`src/rtl/lockbit_seq.sv`:
```
module lockbit_seq #(
  parameter int AW = 16,
  parameter int CW = 16,
  parameter logic [AW-1:0] DEV_ADDR = '0
) (
  input  logic          clk,
  input  logic          rst_n,
  input  logic          req_valid,
  input  logic          req_master,
  input  logic          req_defer,
  input  logic [AW-1:0] req_addr,
  input  logic [CW-1:0] poll_limit,
  output logic          bus_wr,
  output logic          bus_rd,
  output logic [AW-1:0] bus_addr,
  output logic [7:0]    bus_wdata,
  input  logic [7:0]    bus_rdata,
  output logic          busy,
  output logic          done,
  output logic [2:0]    result
);

  localparam logic [7:0] CMD_SETUP  = 8'h60;
  localparam logic [7:0] CMD_BLOCK  = 8'h01;
  localparam logic [7:0] CMD_MASTER = 8'hF1;
  localparam logic [7:0] CMD_CLEAR  = 8'h50;
  localparam logic [7:0] CMD_ARRAY  = 8'hFF;

  localparam logic [2:0] RC_OK      = 3'd0;
  localparam logic [2:0] RC_VOLT    = 3'd1;
  localparam logic [2:0] RC_PROT    = 3'd2;
  localparam logic [2:0] RC_SEQ     = 3'd3;
  localparam logic [2:0] RC_LOCK    = 3'd4;
  localparam logic [2:0] RC_TIMEOUT = 3'd5;

  typedef enum logic [2:0] {
    S_IDLE, S_SETUP, S_CONFIRM, S_POLL, S_CLEAR, S_ARRAY, S_DONE
  } state_t;

  state_t        st;
  logic          master_q;
  logic          defer_q;
  logic [AW-1:0] addr_q;
  logic [CW-1:0] reads_q;
  logic [2:0]    res_q;
  logic [2:0]    code;

  always_comb begin
    if (bus_rdata[3])                     code = RC_VOLT;
    else if (bus_rdata[1])                code = RC_PROT;
    else if (bus_rdata[5] && bus_rdata[4]) code = RC_SEQ;
    else if (bus_rdata[4])                code = RC_LOCK;
    else                                  code = RC_OK;
  end

  assign bus_wr   = (st == S_SETUP) || (st == S_CONFIRM) || (st == S_CLEAR) || (st == S_ARRAY);
  assign bus_rd   = (st == S_POLL);
  assign bus_addr = addr_q;
  assign busy     = (st != S_IDLE);
  assign done     = (st == S_DONE);
  assign result   = res_q;

  always_comb begin
    case (st)
      S_SETUP:   bus_wdata = CMD_SETUP;
      S_CONFIRM: bus_wdata = master_q ? CMD_MASTER : CMD_BLOCK;
      S_CLEAR:   bus_wdata = CMD_CLEAR;
      S_ARRAY:   bus_wdata = CMD_ARRAY;
      default:   bus_wdata = 8'h00;
    endcase
  end

  always_ff @(posedge clk) begin
    if (!rst_n) begin
      st       <= S_IDLE;
      master_q <= 1'b0;
      defer_q  <= 1'b0;
      addr_q   <= '0;
      reads_q  <= '0;
      res_q    <= RC_OK;
    end else begin
      case (st)
        S_IDLE: if (req_valid) begin
          master_q <= req_master;
          defer_q  <= req_defer;
          addr_q   <= req_master ? DEV_ADDR : req_addr;
          st       <= S_SETUP;
        end
        S_SETUP:   st <= S_CONFIRM;
        S_CONFIRM: begin
          reads_q <= '0;
          st      <= S_POLL;
        end
        S_POLL: begin
          if (bus_rdata[7]) begin
            if (defer_q) begin
              res_q <= RC_OK;
              st    <= S_DONE;
            end else begin
              res_q <= code;
              st    <= (code != RC_OK) ? S_CLEAR : S_ARRAY;
            end
          end else if (reads_q + CW'(1) == poll_limit) begin
            res_q <= RC_TIMEOUT;
            st    <= S_DONE;
          end else begin
            reads_q <= reads_q + CW'(1);
          end
        end
        S_CLEAR: st <= S_ARRAY;
        S_ARRAY: st <= S_DONE;
        default: st <= S_IDLE;
      endcase
    end
  end

endmodule

```
`config.mk`:
```
export PLATFORM = sky130hd
export DESIGN_NAME = lockbit_seq
export DESIGN_NICKNAME = d
export VERILOG_FILES = /design/src/rtl/lockbit_seq.sv
export SDC_FILE = /design/constraint.sdc
export NUM_CORES = 1
export LEC_CHECK = 0
export ABC_AREA = 1
export ABC_CLOCK_PERIOD_IN_PS = 2400
export CAP_MARGIN = 25
export CORE_MARGIN = 3
export CORE_UTILIZATION = 45
export DETAILED_ROUTE_END_ITERATION = 16
export GPL_TIMING_DRIVEN = 0
export HOLD_SLACK_MARGIN = 0.05
export PLACE_DENSITY_LB_ADDON = 0.25
export SLEW_MARGIN = 0
export SYNTH_ARGS = -nofsm -noshare
export SYNTH_HDL_FRONTEND = slang
export SYNTH_SLANG_ARGS = --single-unit
```
`constraint.sdc`:
```
create_clock -name clk -period 2.4 [get_ports clk]
set_clock_uncertainty 0.05 [all_clocks]
set_input_delay 0.6 -clock clk [delete_from_list [all_inputs] [get_ports clk]]
set_output_delay 0.6 -clock clk [all_outputs]
set_load 0.01 [all_outputs]
```
* After elaboration in Yosys (flattened, before gate mapping)
Index checks and enable logic that the tools add are counted.
** Storage, ports and cells
- Register bits after elaboration :: 40
- Output and inout port bits :: 31
- Word-level logic and storage cells :: 50
** Cells by class
- Add/sub/neg operators :: 1
- Equal/unequal tests :: 11
- Multiplexer cells :: 19
- Reductions and logical operators :: 13
** Operators with widths (number)
- 16-bit 2-to-1 mux :: 3
- 16-bit case mux with 2 select lines :: 1
- 8-bit case mux with 4 select lines :: 1
- 3-bit 2-to-1 mux :: 10
- 3-bit case mux with 6 select lines :: 1
- 16-bit by 1-bit adder with 16-bit output, second input constant :: 1
- 16-bit equality test :: 1
- 3-bit equality test, second input constant :: 3
- 8-bit 2-to-1 mux :: 1
- 3-bit by 2-bit equality test with 1-bit output, second input constant :: 2
- 2-bit != test, second input constant :: 3
- 2-bit AND reduction :: 3
- 3-bit nonzero test :: 2
- 2-bit nonzero test :: 2
- 3-bit by 1-bit equality test with 1-bit output, second input constant :: 1
- 3-bit logical NOT :: 1
- 1-bit logical OR :: 3
- 3-bit by 1-bit != test with 1-bit output, second input constant :: 1
- 3-bit AND reduction :: 1
- 2-bit 2-to-1 mux :: 1
- 1-bit logical AND :: 1
- 1-bit 2-to-1 mux :: 1

* Longest topological paths before layout
Gate-level depths: netlist of the first run.
- Depth after elaboration :: 9
- Depth in mapped cells :: 17

* Worst setup path before layout of the first run
No wires, ideal clock.
- Path kind :: register to register
- Start point :: register reads_q[1]
- End point :: register reads_q[2]
- Library setup time :: 0.134 ns
- Data arrival time :: 1.866 ns
- Required time :: 2.216 ns
- Path slack :: 0.350 ns
- Cell stages (with the launch flop) :: 15
- Buffers on the path :: 1
- Period minus slack after synthesis :: 2.050 ns
- Cells stage by stage :: dfxtp_1 ha_1 nand3_1 or2_2 nand3_1 nand2_1 nor2_1 nand2_2 nor2_4 nand3_1 nand2_1 inv_2 buf_6 nand2_1 a21oi_1
** Between the ends
- Word-level cells in the longest chain between the ends :: 4
- Elaborated cells between the ends (all ways) :: 7
- Those cells by class :: 1 x add/sub; 2 x eq/ne; 3 x mux; 1 x reduce/logical
** RTL lines
- start: declaration :: line 44 : logic [CW-1:0] reads_q;
- start signal: assignment :: line 107 : reads_q <= reads_q + CW'(1);
- 16-bit by 1-bit adder with 16-bit output (*) :: line 103, 107
- 16-bit equality test or 16-bit 2-to-1 mux (tied branches) :: line 103 : end else if (reads_q + CW'(1) == poll_limit) begin
- 2-bit != test (no source line) or 16-bit 2-to-1 mux (tied branches)
- 3-bit AND reduction (no source line) or 16-bit case mux with 2 select lines (tied branches)
Every way passes the cells marked *; elsewhere a longest branch is shown, timed or not. The select of a mux whose other input is x is not followed.
A chain may end at the register's enable or synchronous reset.

* Worst setup path after layout of the first run
- Start point :: register st[2]
- End point :: output port bus_wdata[1]
** Between the ends
- Word-level cells in the longest chain between the ends :: 2
- Elaborated cells between the ends (all ways) :: 5
- Those cells by class :: 4 x eq/ne; 1 x mux
** RTL lines
- start: declaration :: line 40 : state_t st;
- start signal: assignment :: line 101 : st <= (code != RC_OK) ? S_CLEAR : S_ARRAY;
- 3-bit equality test, or another cell as far along :: line 64 : case (st)
- 8-bit case mux with 4 select lines (*) :: line 64
- end: declaration :: line 16 : output logic [7:0] bus_wdata,
Every way passes the cells marked *; elsewhere a longest branch is shown, timed or not.

==> qor.txt, run 1 <==
outcome -> finished clean
hold_buf cts -> 0
drt first pass iters -> 4
Post-Synth Simple-Gate Area -> 44.67%
first-pass GRT wire length -> 11380 um
worst hold path type -> reg2reg
Pwr Density -> 597.3 nW/um^2
hold depth -> 2
Die Ht -> 79.29 um
post-layout minimum cycle time -> 2.258 ns
setup TNS -> 0 ns
WHS Endpoint -> bus_addr[13]
core area -> 5140 sq um
CTS max path bufs -> 2
HP Start -> bus_addr[13]
Layout Area Growth over Synthesis -> 45.60%
WL final -> 6892 um
Leak -> 0.001501 uW
DRT iter0 DRCs -> 222
Worst R2R Path Depth -> 14
Clock transition at path regs -> 0.08 ns
r2r setup slk -> 0.15 ns
top cells by area, synth -> dfxtp_1 (33%), nand2_1 (22%), inv_1 (7.1%), a21oi_1 (6.8%), nand3_1 (5.6%)
Post-Syn Nets -> 430
Synth Instances -> 384
Compound-Gate Fraction of Synth Area -> 10.51%
Yosys top cell by area -> dfxtp_1
# setup viols final -> 0
Worst Max-Slew Pin Slew -> 0.5987 ns
post-layout instance area -> 3520 sq um
Post-Synth Adder-Cell Area -> 0.5176%
ys async rst share -> 0%
main combinational cell family by area after synthesis -> simple AND/OR/NAND/NOR gates
# DRC -> 0
Startpoint Class -> flip-flop
Initial Utilization -> 47.03%
GPL Wtd Cong -> 0.8642
All-Layer GR Usage -> 22.12%
area occupied by multi-input gates -> 1463 sq um
Ports -> 76
CTS Buf Count -> 5
Peak VDD IR -> 0.3498 mV
mean post-synth cell area -> 6.295 sq um
Critical Path End Type -> output pin
vias -> 2749
count of pins over their slew limit -> 0
antenna violations before repair -> 0
Layout fillers -> 463
R2R Path Start -> reads_q[3]
unrepaired setup endpoints after global routing -> yes
detailed-route wire length per cell -> 12.76 um
synth unique cells -> 31
#FFs+latches synth -> 40
mux contribution to synthesized area -> 0%
share of the synthesized area in the top cell type -> 33.13%
Ys Warns -> 0
final hold viol count -> 0
Clock Sinks -> 40
critical path class -> reg2out
IO Port Bufs -> 72
placed cell area -> 3226 sq um
fmax -> 0.4428 GHz
htree depth -> 2
Mapped Area -> 2417 sq um
final period utilization -> 94.09%
most numerous cell in the Yosys netlist -> nand2_1
vias in the first global route -> 2631
HPWL Detailed -> 4959 um
# diodes -> 0
CTS Root Cell -> clkbuf_8
top post-synthesis cells by count -> nand2_1 (139), inv_1 (46), dfxtp_1 (40)
site row count -> 26
Crit Path Max Fanout -> 4
sequential cell area -> 812.0 sq um
register area share after synthesis -> 33.13%
via-per-instance ratio -> 5.091
total die area -> 6287 sq um
Clk Latency, worst-skew pair -> 0.30 ns
largest net degree at the start of global routing -> 13
grt ovf -> 0
ys flop type -> dfxtp_1
ratio of cells with drive above 1 in the final layout -> 12.13%
CP Data Required Time -> 1.75 ns
fin util -> 68.48%
# nets final -> 516
Reg-to-Reg End -> reads_q[2]
ANT nets after route -> 0
slew margin rel. -> 60.09%
Arr. time, crit path -> 1.61 ns
CTS tree -> yes
total power -> 2102 uW
Post-synth EDFFs -> 0
Max-Cap Viols -> 0
Die Span X -> 79.29 um
XOR/XNOR share of the synthesized area -> 1.087%
-- per-layer routing --
metal / vias to the layer above / global-route usage (%) / wire length (um)
met5: - / 0 / 0
met4: 0 / 6.014 / 39
met3: 6 / 7.029 / 573
met2: 92 / 37.46 / 3439
met1: 1247 / 26.94 / 2840
li1: 1404 / - / -
-- stage by stage --
step / worst slack [ns] / cells / hold WS (ns)
after floorplan: 0.3503 / 384 / 0.3882
after global placement: -0.2786 / 526 / 0.4004
after detailed placement: -0.2735 / 526 / 0.4095
after CTS: 0.001796 / 534 / 0.4187
after global routing: -0.03343 / 540 / 0.4439
final: 0.1418 / 540 / 0.4154
-- repair_timing --
action | in CTS | in global routing
hold endpoints to repair | 0 | 0
endpoints found under the setup margin | 20 | 25
pin swaps | 1 | 7
gates cloned | 0 | 0
buffers inserted | 1 | 6
resized for setup | 14 | 25
-- sequential cells by signal (all words and copies together) (netlist names) --
register and count:
bus_addr 16, defer_q 1, reads_q 16, master_q 1, result 3, st 3
-- cell families after synthesis --
| group | count (synthesis) |
|---|---|
| AOI/OAI and AO/OA | 47 |
| xor gates and xnor gates | 3 |
| adders and majority gates | 1 |
| buffers and inverters | 58 |
| DFF | 40 |
| and+or+nand+nor | 235 |
-- placed cells by master (no fill, tap or decap), drive strengths merged, types with 3 or more instances in the layout --
master / count
clkbuf: 11
xor2: 3
a21oi: 34
dlymetal6s2s: 5
o21ai: 8
nand3b: 7
clkdlybuf4s50: 63
nand4: 14
dfxtp: 40
nor2: 38
nand3: 28
inv: 47
dlygate4sd2: 4
nand2: 142
buf: 11
-- worst max-delay path, cell delays in order, from the launching register on --
cell             delay (ns)
dfxtp_2                0.37
inv_1                  0.08
nor2_2                 0.12
inv_2                  0.08
nor2_4                 0.11
clkdlybuf4s50_1        0.55
-- how the worst max path moves through the flow --
stage                              end  cells after the start          start
after floorplan             reads_q[2]                     14     reads_q[1]
after global placement      reads_q[9]                     11  poll_limit[0]
after detailed placement    reads_q[2]                     11  poll_limit[0]
after CTS                   reads_q[2]                     17     reads_q[1]
after global routing        reads_q[2]                     15     reads_q[0]
final                     bus_wdata[1]                      5          st[2]
-- report_power, final --
group / leakage (uW) / switching, uW / internal, uW
Combinational: 0.00111 / 376 / 313
Sequential: 0.000327 / 42.4 / 719
Clock: 0.0000642 / 243 / 409
Total: 0.00150 / 661 / 1440
-- final cells by class --
cell class | count | area share, %
multi-input combinational | 286 | 41.56
sequential | 40 | 23.07
timing repair buffer | 79 | 22.18
inverter | 48 | 5.119
tap | 70 | 2.488
clock buffer | 5 | 1.955
buffer | 10 | 1.920
clock inverter | 2 | 1.706
Power figures use the tool's default switching activity.
==> run 2, diff against run 1 <==
- ABC_CLOCK_PERIOD_IN_PS: 2400 -> default
- PLACE_DENSITY: default -> 0.88
- PLACE_DENSITY_LB_ADDON: 0.25 -> default
==> run 2 against run 1 <==
Against the previous run:
- largest power group unchanged
- routed wire length grew 2.1%
- cell count is 0.56% higher
- die area is the same
- hold slack gained 0.00094 ns
- first-iteration DRC count increased by 6.3%
- sequential share of layout area rose by 0.23 points
- cell area is 0.53% lower
==> qor.txt, run 2 (synthesized netlist as in run 1, its figures left out) <==
Startpoint Class -> flip-flop (unchanged)
total power -> 1884 uW (was 2102 uW)
ratio of cells with drive above 1 in the final layout -> 13.11% (was 12.13%)
IO Port Bufs -> 72 (unchanged)
Reg-to-Reg End -> reads_q[6] (was reads_q[2])
largest net degree at the start of global routing -> 13 (unchanged)
Leak -> 0.001480 uW (was 0.001501 uW)
Clock transition at path regs -> 0.08 ns (about the same)
Crit path largest cell delay -> 0.56 ns (was 0.55 ns)
Die Span X -> 79.29 um (unchanged)
# setup viols final -> 0 (unchanged)
r2r setup slk -> 0.11 ns (was 0.15 ns)
setup TNS -> 0 ns (unchanged)
slew margin rel. -> 61.62% (was 60.09%)
grt ovf -> 0 (unchanged)
WHS Endpoint -> bus_addr[11] (was bus_addr[13])
vias -> 2800 (was 2749)
Max-Cap Viols -> 0 (unchanged)
ANT nets after route -> 0 (unchanged)
total die area -> 6287 sq um (unchanged)
Arr. time, crit path -> 1.69 ns (was 1.61 ns)
# DRC -> 0 (unchanged)
fin cells -> 543 (was 540)
Die Ht -> 79.29 um (unchanged)
# diodes -> 0 (unchanged)
Clk Latency, worst-skew pair -> 0.30 ns (about the same)
site row count -> 26 (unchanged)
Pwr Density -> 538.3 nW/um^2 (was 597.3 nW/um^2)
drt first pass iters -> 6 (was 4)
CP max stage cell -> clkdlybuf4s50_1 (unchanged)
Clock Sinks -> 40 (unchanged)
critical path, cell by cell -> inv_1 -> nor2_4 -> inv_1 -> nor2_4 -> clkdlybuf4s50_1 (was inv_1 -> nor2_2 -> inv_2 -> nor2_4 -> clkdlybuf4s50_1)
HP Start -> bus_addr[11] (was bus_addr[13])
critical path class -> reg2out (unchanged)
# nets final -> 519 (was 516)
CTS max path bufs -> 2 (unchanged)
HPWL Detailed -> 5118 um (was 4959 um)
most common cell after layout, fill and taps aside -> nand2_1 (unchanged)
GPL Wtd Cong -> 0.9137 (was 0.8642)
via-per-instance ratio -> 5.157 (was 5.091)
worst hold path type -> reg2reg (unchanged)
core area -> 5140 sq um (unchanged)
Worst Max-Slew Pin Slew -> 0.5757 ns (was 0.5987 ns)
Layout Area Growth over Synthesis -> 44.82% (was 45.60%)
Peak VDD IR -> 0.4623 mV (was 0.3498 mV)
final hold viol count -> 0 (unchanged)
All-Layer GR Usage -> 22.57% (was 22.12%)
Crit Path Max Fanout -> 5 (was 4)
vias in the first global route -> 2673 (was 2631)
R2R Path Start -> reads_q[1] (was reads_q[3])
Ports -> 76 (unchanged)
WL final -> 7039 um (was 6892 um)
htree depth -> 2 (unchanged)
CP Data Required Time -> 1.75 ns (about the same)
count of pins over their slew limit -> 0 (unchanged)
outcome -> finished clean (unchanged)
most frequent cells in the layout -> nand2_1 (137), clkdlybuf4s50_1 (63), inv_1 (45) (unchanged)
Placed Cells -> 526 (unchanged)
CTS Root Cell -> clkbuf_8 (unchanged)
CTS Buf Count -> 5 (unchanged)
Worst R2R Path Depth -> 15 (was 14)
hold depth -> 2 (unchanged)
DRT iter0 DRCs -> 236 (was 222)
antenna violations before repair -> 0 (unchanged)
Initial Utilization -> 47.03% (unchanged)
final period utilization -> 97.44% (was 94.09%)
detailed-route wire length per cell -> 12.96 um (was 12.76 um)
Critical Path End Type -> output pin (unchanged)
first-pass GRT wire length -> 11500 um (was 11380 um)
fmax -> 0.4276 GHz (was 0.4428 GHz)
CTS tree -> yes (unchanged)
post-layout minimum cycle time -> 2.338 ns (was 2.258 ns)
run 2: how the worst max path moves through the flow:
stage | start | end | slack, ns
2_1_floorplan | reads_q[1] | reads_q[2] | 0.35
3_3_place_gp | poll_limit[0] | reads_q[13] | -0.24
3_5_place_dp | poll_limit[0] | reads_q[13] | -0.30
4_1_cts | reads_q[1] | reads_q[3] | 0.0004
5_1_grt | reads_q[1] | reads_q[10] | -0.04
6_report | st[1] | bus_rd | 0.06
run 2: layer usage:
layer,vias to the layer above,global-route usage [%],share of wire (%)
met4,0,6.014,2.1
met1,1269,24.97,39
met3,19,6.689,9.0
met2,106,41.67,50
li1,1406,-,-
met5,-,0,0
run 2: cell type report:
cell class / instances / area [sq um]
Buffer: 10 / 63.81
Clock buffer: 5 / 68.82
Clock inverter: 2 / 12.51
Fill cell: 464 / 1639
Inverter: 48 / 180.2
Multi-Input combinational cell: 286 / 1460
Sequential cell: 40 / 815.8
Tap cell: 70 / 87.58
Timing Repair Buffer: 82 / 812.0
run 2: what timing repair did:
item                                    in CTS  in global routing
pin swaps                                    3                  7
setup buffers                                2                  8
gates resized for setup                     12                 28
hold buffers                                 0                  0
endpoints found under the setup margin      19                 25
run 2: worst max-delay path, delay by kind of cell (launching register included):
family	cells	cell delay [ns]
buf+inv	3	0.73
flops	1	0.37
simple gates	2	0.28
run 2: power breakdown:
group	switching, uW	internal [uW]
Combinational	367	315
Sequential	41.1	719
Clock	246	197
Total	654	1230
run 2: stage by stage:
| stage | setup slack (ns) | utilization, % | hold slack, ns | cell area [sq um] |
|---|---|---|---|---|
| finish | 0.06152 | 68.11 | 0.4163 | 3501 |
| global route | -0.04399 | 68.11 | 0.4360 | 3501 |
| CTS | 0.0003813 | 64.95 | 0.4163 | 3338 |
| detailed placement | -0.3020 | 62.76 | 0.4045 | 3226 |
| global placement | -0.2393 | 62.76 | 0.4014 | 3226 |
| floorplan | 0.3503 | - | 0.3882 | 2417 |
==> run 3, diff against run 2 <==
- CORE_MARGIN: 3 -> default
==> run 3 against run 2 <==
Against the previous run:
- critical endpoint is now reads_q[6]
- hold slack about the same
- routed wire length increased by 2.8%
- largest cell class unchanged
- non-clock buffer count decreased by 1
==> qor.txt, run 3 (synthesized netlist as in run 1, its figures left out) <==
outcome -> finished clean (unchanged)
sw frac -> 34.63% (was 34.70%)
GPL Wtd Cong -> 0.9258 (was 0.9137)
HP Start -> bus_addr[14] (was bus_addr[11])
total power -> 1948 uW (was 1884 uW)
fin cells -> 543 (unchanged)
WHS Endpoint -> bus_addr[14] (was bus_addr[11])
Layout fillers -> 434 (was 464)
Max-Cap Viols -> 0 (unchanged)
Switching Power -> 674.4 uW (was 653.8 uW)
Clk Latency, worst-skew pair -> 0.30 ns (about the same)
Arr. time, crit path -> 2.51 ns (was 1.69 ns)
# DRC -> 0 (unchanged)
slew margin rel. -> 62.30% (was 61.62%)
hold_ws -> 0.4167 ns (was 0.4163 ns)
ANT nets after route -> 0 (unchanged)
hold depth -> 2 (unchanged)
Crit path largest cell delay -> 0.38 ns (was 0.56 ns)
CTS Root Cell -> clkbuf_8 (unchanged)
Clock transition at path regs -> 0.08 ns (about the same)
Crit Path Max Fanout -> 10 (was 5)
cell mode on critical path -> nand2_1
core area -> 5140 sq um (unchanged)
Layout Area Growth over Synthesis -> 43.69% (was 44.82%)
via-per-instance ratio -> 5.195 (was 5.157)
CP Data Required Time -> 2.58 ns (was 1.75 ns)
post-layout minimum cycle time -> 2.337 ns (was 2.338 ns)
Startpoint Class -> flip-flop (unchanged)
IO Port Bufs -> 72 (unchanged)
# diodes -> 0 (unchanged)
fin util -> 67.58% (was 68.11%)
met2 Usage GRT -> 43.85% (was 41.67%)
WP buf/inv -> 1 (was 3)
GR peak layer -> met2 (unchanged)
count of pins over their slew limit -> 0 (unchanged)
vias -> 2821 (was 2800)
largest net degree at the start of global routing -> 14 (was 13)
met3 Usage GRT -> 7.275% (was 6.689%)
first-pass GRT wire length -> 10560 um (was 11500 um)
Reg power frac -> 39.0% (was 40.3%)
site row count -> 26 (unchanged)
# setup viols final -> 0 (unchanged)
Clock Sinks -> 40 (unchanged)
grt ovf -> 0 (unchanged)
CP max stage cell -> dfxtp_4 (was clkdlybuf4s50_1)
drt first pass iters -> 5 (was 6)
critical path, cell by cell -> ha_4 -> nand2_1 -> nor2_4 -> nand3_1 -> nand3_1 -> nand2_1 -> nor2_1 -> nand2_2 -> nor2_4 -> nand4_4 -> nand3_4 -> buf_8 -> nand2_1 -> a21oi_2 (was inv_1 -> nor2_4 -> inv_1 -> nor2_4 -> clkdlybuf4s50_1)
Worst R2R Path Depth -> 14 (was 15)
All-Layer GR Usage -> 24.36% (was 22.57%)
final hold viol count -> 0 (unchanged)
Pwr Density -> 560.7 nW/um^2 (was 538.3 nW/um^2)
Die Ht -> 75.29 um (was 79.29 um)
antenna violations before repair -> 0 (unchanged)
Initial Utilization -> 47.03% (unchanged)
final period utilization -> 97.37% (was 97.44%)
Peak VDD IR -> 0.4377 mV (was 0.4623 mV)
Reg-to-Reg End -> reads_q[6] (unchanged)
r2r setup slk -> 0.06 ns (was 0.11 ns)
CTS max path bufs -> 2 (unchanged)
fmax -> 0.4279 GHz (was 0.4276 GHz)
worst hold path type -> reg2reg (unchanged)
R2R Path Start -> reads_q[0] (was reads_q[1])
Worst Max-Slew Pin Slew -> 0.5654 ns (was 0.5757 ns)
HPWL Detailed -> 4942 um (was 5118 um)
Clock Power Share -> 25.0% (was 23.5%)
Ports -> 76 (unchanged)
htree depth -> 2 (unchanged)
WL final -> 7236 um (was 7039 um)
Placed Cells -> 526 (unchanged)
critical path class -> reg2reg (was reg2out)
Comb pwr share -> 35.9% (was 36.2%)
met1 track demand over resource -> 27.03% (was 24.97%)
Die Span X -> 75.29 um (was 79.29 um)
Int Power -> 1273 uW (was 1231 uW)
setup TNS -> 0 ns (unchanged)
most common cell after layout, fill and taps aside -> nand2_1 (unchanged)
Critical Path End Type -> flip-flop (was output pin)
# nets final -> 518 (was 519)
Leak -> 0.001451 uW (was 0.001480 uW)
hold_buf cts -> 0 (unchanged)
DRT iter0 DRCs -> 206 (was 236)
total die area -> 5669 sq um (was 6287 sq um)
vias in the first global route -> 2537 (was 2673)
CTS Buf Count -> 5 (unchanged)
CP delay by family, top -> simple AND/OR/NAND/NOR gates (was buffers and inverters)
ratio of cells with drive above 1 in the final layout -> 11.63% (was 13.11%)
CTS tree -> yes (unchanged)
most frequent cells in the layout -> nand2_1 (138), clkdlybuf4s50_1 (63), inv_1 (45) (was nand2_1 (137), clkdlybuf4s50_1 (63), inv_1 (45))
detailed-route wire length per cell -> 13.33 um (was 12.96 um)
[run 3: changes by cell type in the layout (fill, tap and decap cells not counted), moves of 2 or more]
cell	change
dfxtp_1	+3
dfxtp_2	-3
clkdlybuf4s15_1	+2
nand2_2	-2
nor2_4	-2
[run 3: what timing repair did]
item,CTS,global route
hold endpoints to repair,0,0
endpoints found under the setup margin,21,24
gates resized for setup,16,18
setup buffers,3,6
pin swaps,4,8
[run 3: how the worst max path moves through the flow]
stage | start | end | cells past startpoint
floorplan | reads_q[1] | reads_q[2] | 14
global placement | poll_limit[0] | reads_q[13] | 11
detailed placement | poll_limit[0] | reads_q[3] | 11
CTS | st[2] | bus_wdata[3] | 6
global route | reads_q[2] | reads_q[15] | 13
finish | reads_q[0] | reads_q[6] | 14
[run 3: layout make-up]
| class | instances | area [sq um] | share of cell area, % |
|---|---|---|---|
| Buffer | 10 | 63.81 | 1.837 |
| Clock buffer | 6 | 82.58 | 2.378 |
| Clock inverter | 2 | 15.01 | 0.4323 |
| Inverter | 48 | 180.2 | 5.187 |
| Multi-Input combinational cell | 286 | 1441 | 41.50 |
| Sequential cell | 40 | 812.0 | 23.38 |
| Tap cell | 70 | 87.58 | 2.522 |
| Timing Repair Buffer | 81 | 790.8 | 22.77 |
[run 3: per-layer routing]
layer  wire length (um)  share of wire (%)
met5                  0                  0
met4                210                2.9
met3                534                7.4
met2               3612                 50
met1               2879                 40
[run 3: worst min-delay path: cells and delay by family (launching register included)]
family           cells  cell delay (ns)
AO/OA/AOI/OAI        1             0.05
flip-flops           1             0.31
AND/OR/NAND/NOR      1             0.06
[run 3: power groups by stage]
stage / combinational, uW / clock (uW) / sequential (uW)
detailed placement: 660 / 0 / 771
global route: 765 / 523 / 766
floorplan: 343 / 0 / 777
CTS: 664 / 489 / 758
global placement: 641 / 0 / 768
finish: 700 / 487 / 760
[run 3: per-stage QoR]
step                area, sq um  worst slack (ns)
floorplan                  2417            0.3503
global placement           3226           -0.2412
detailed placement         3226           -0.2549
CTS                        3367          0.005207
global route               3473          -0.08200
finish                     3473           0.06311
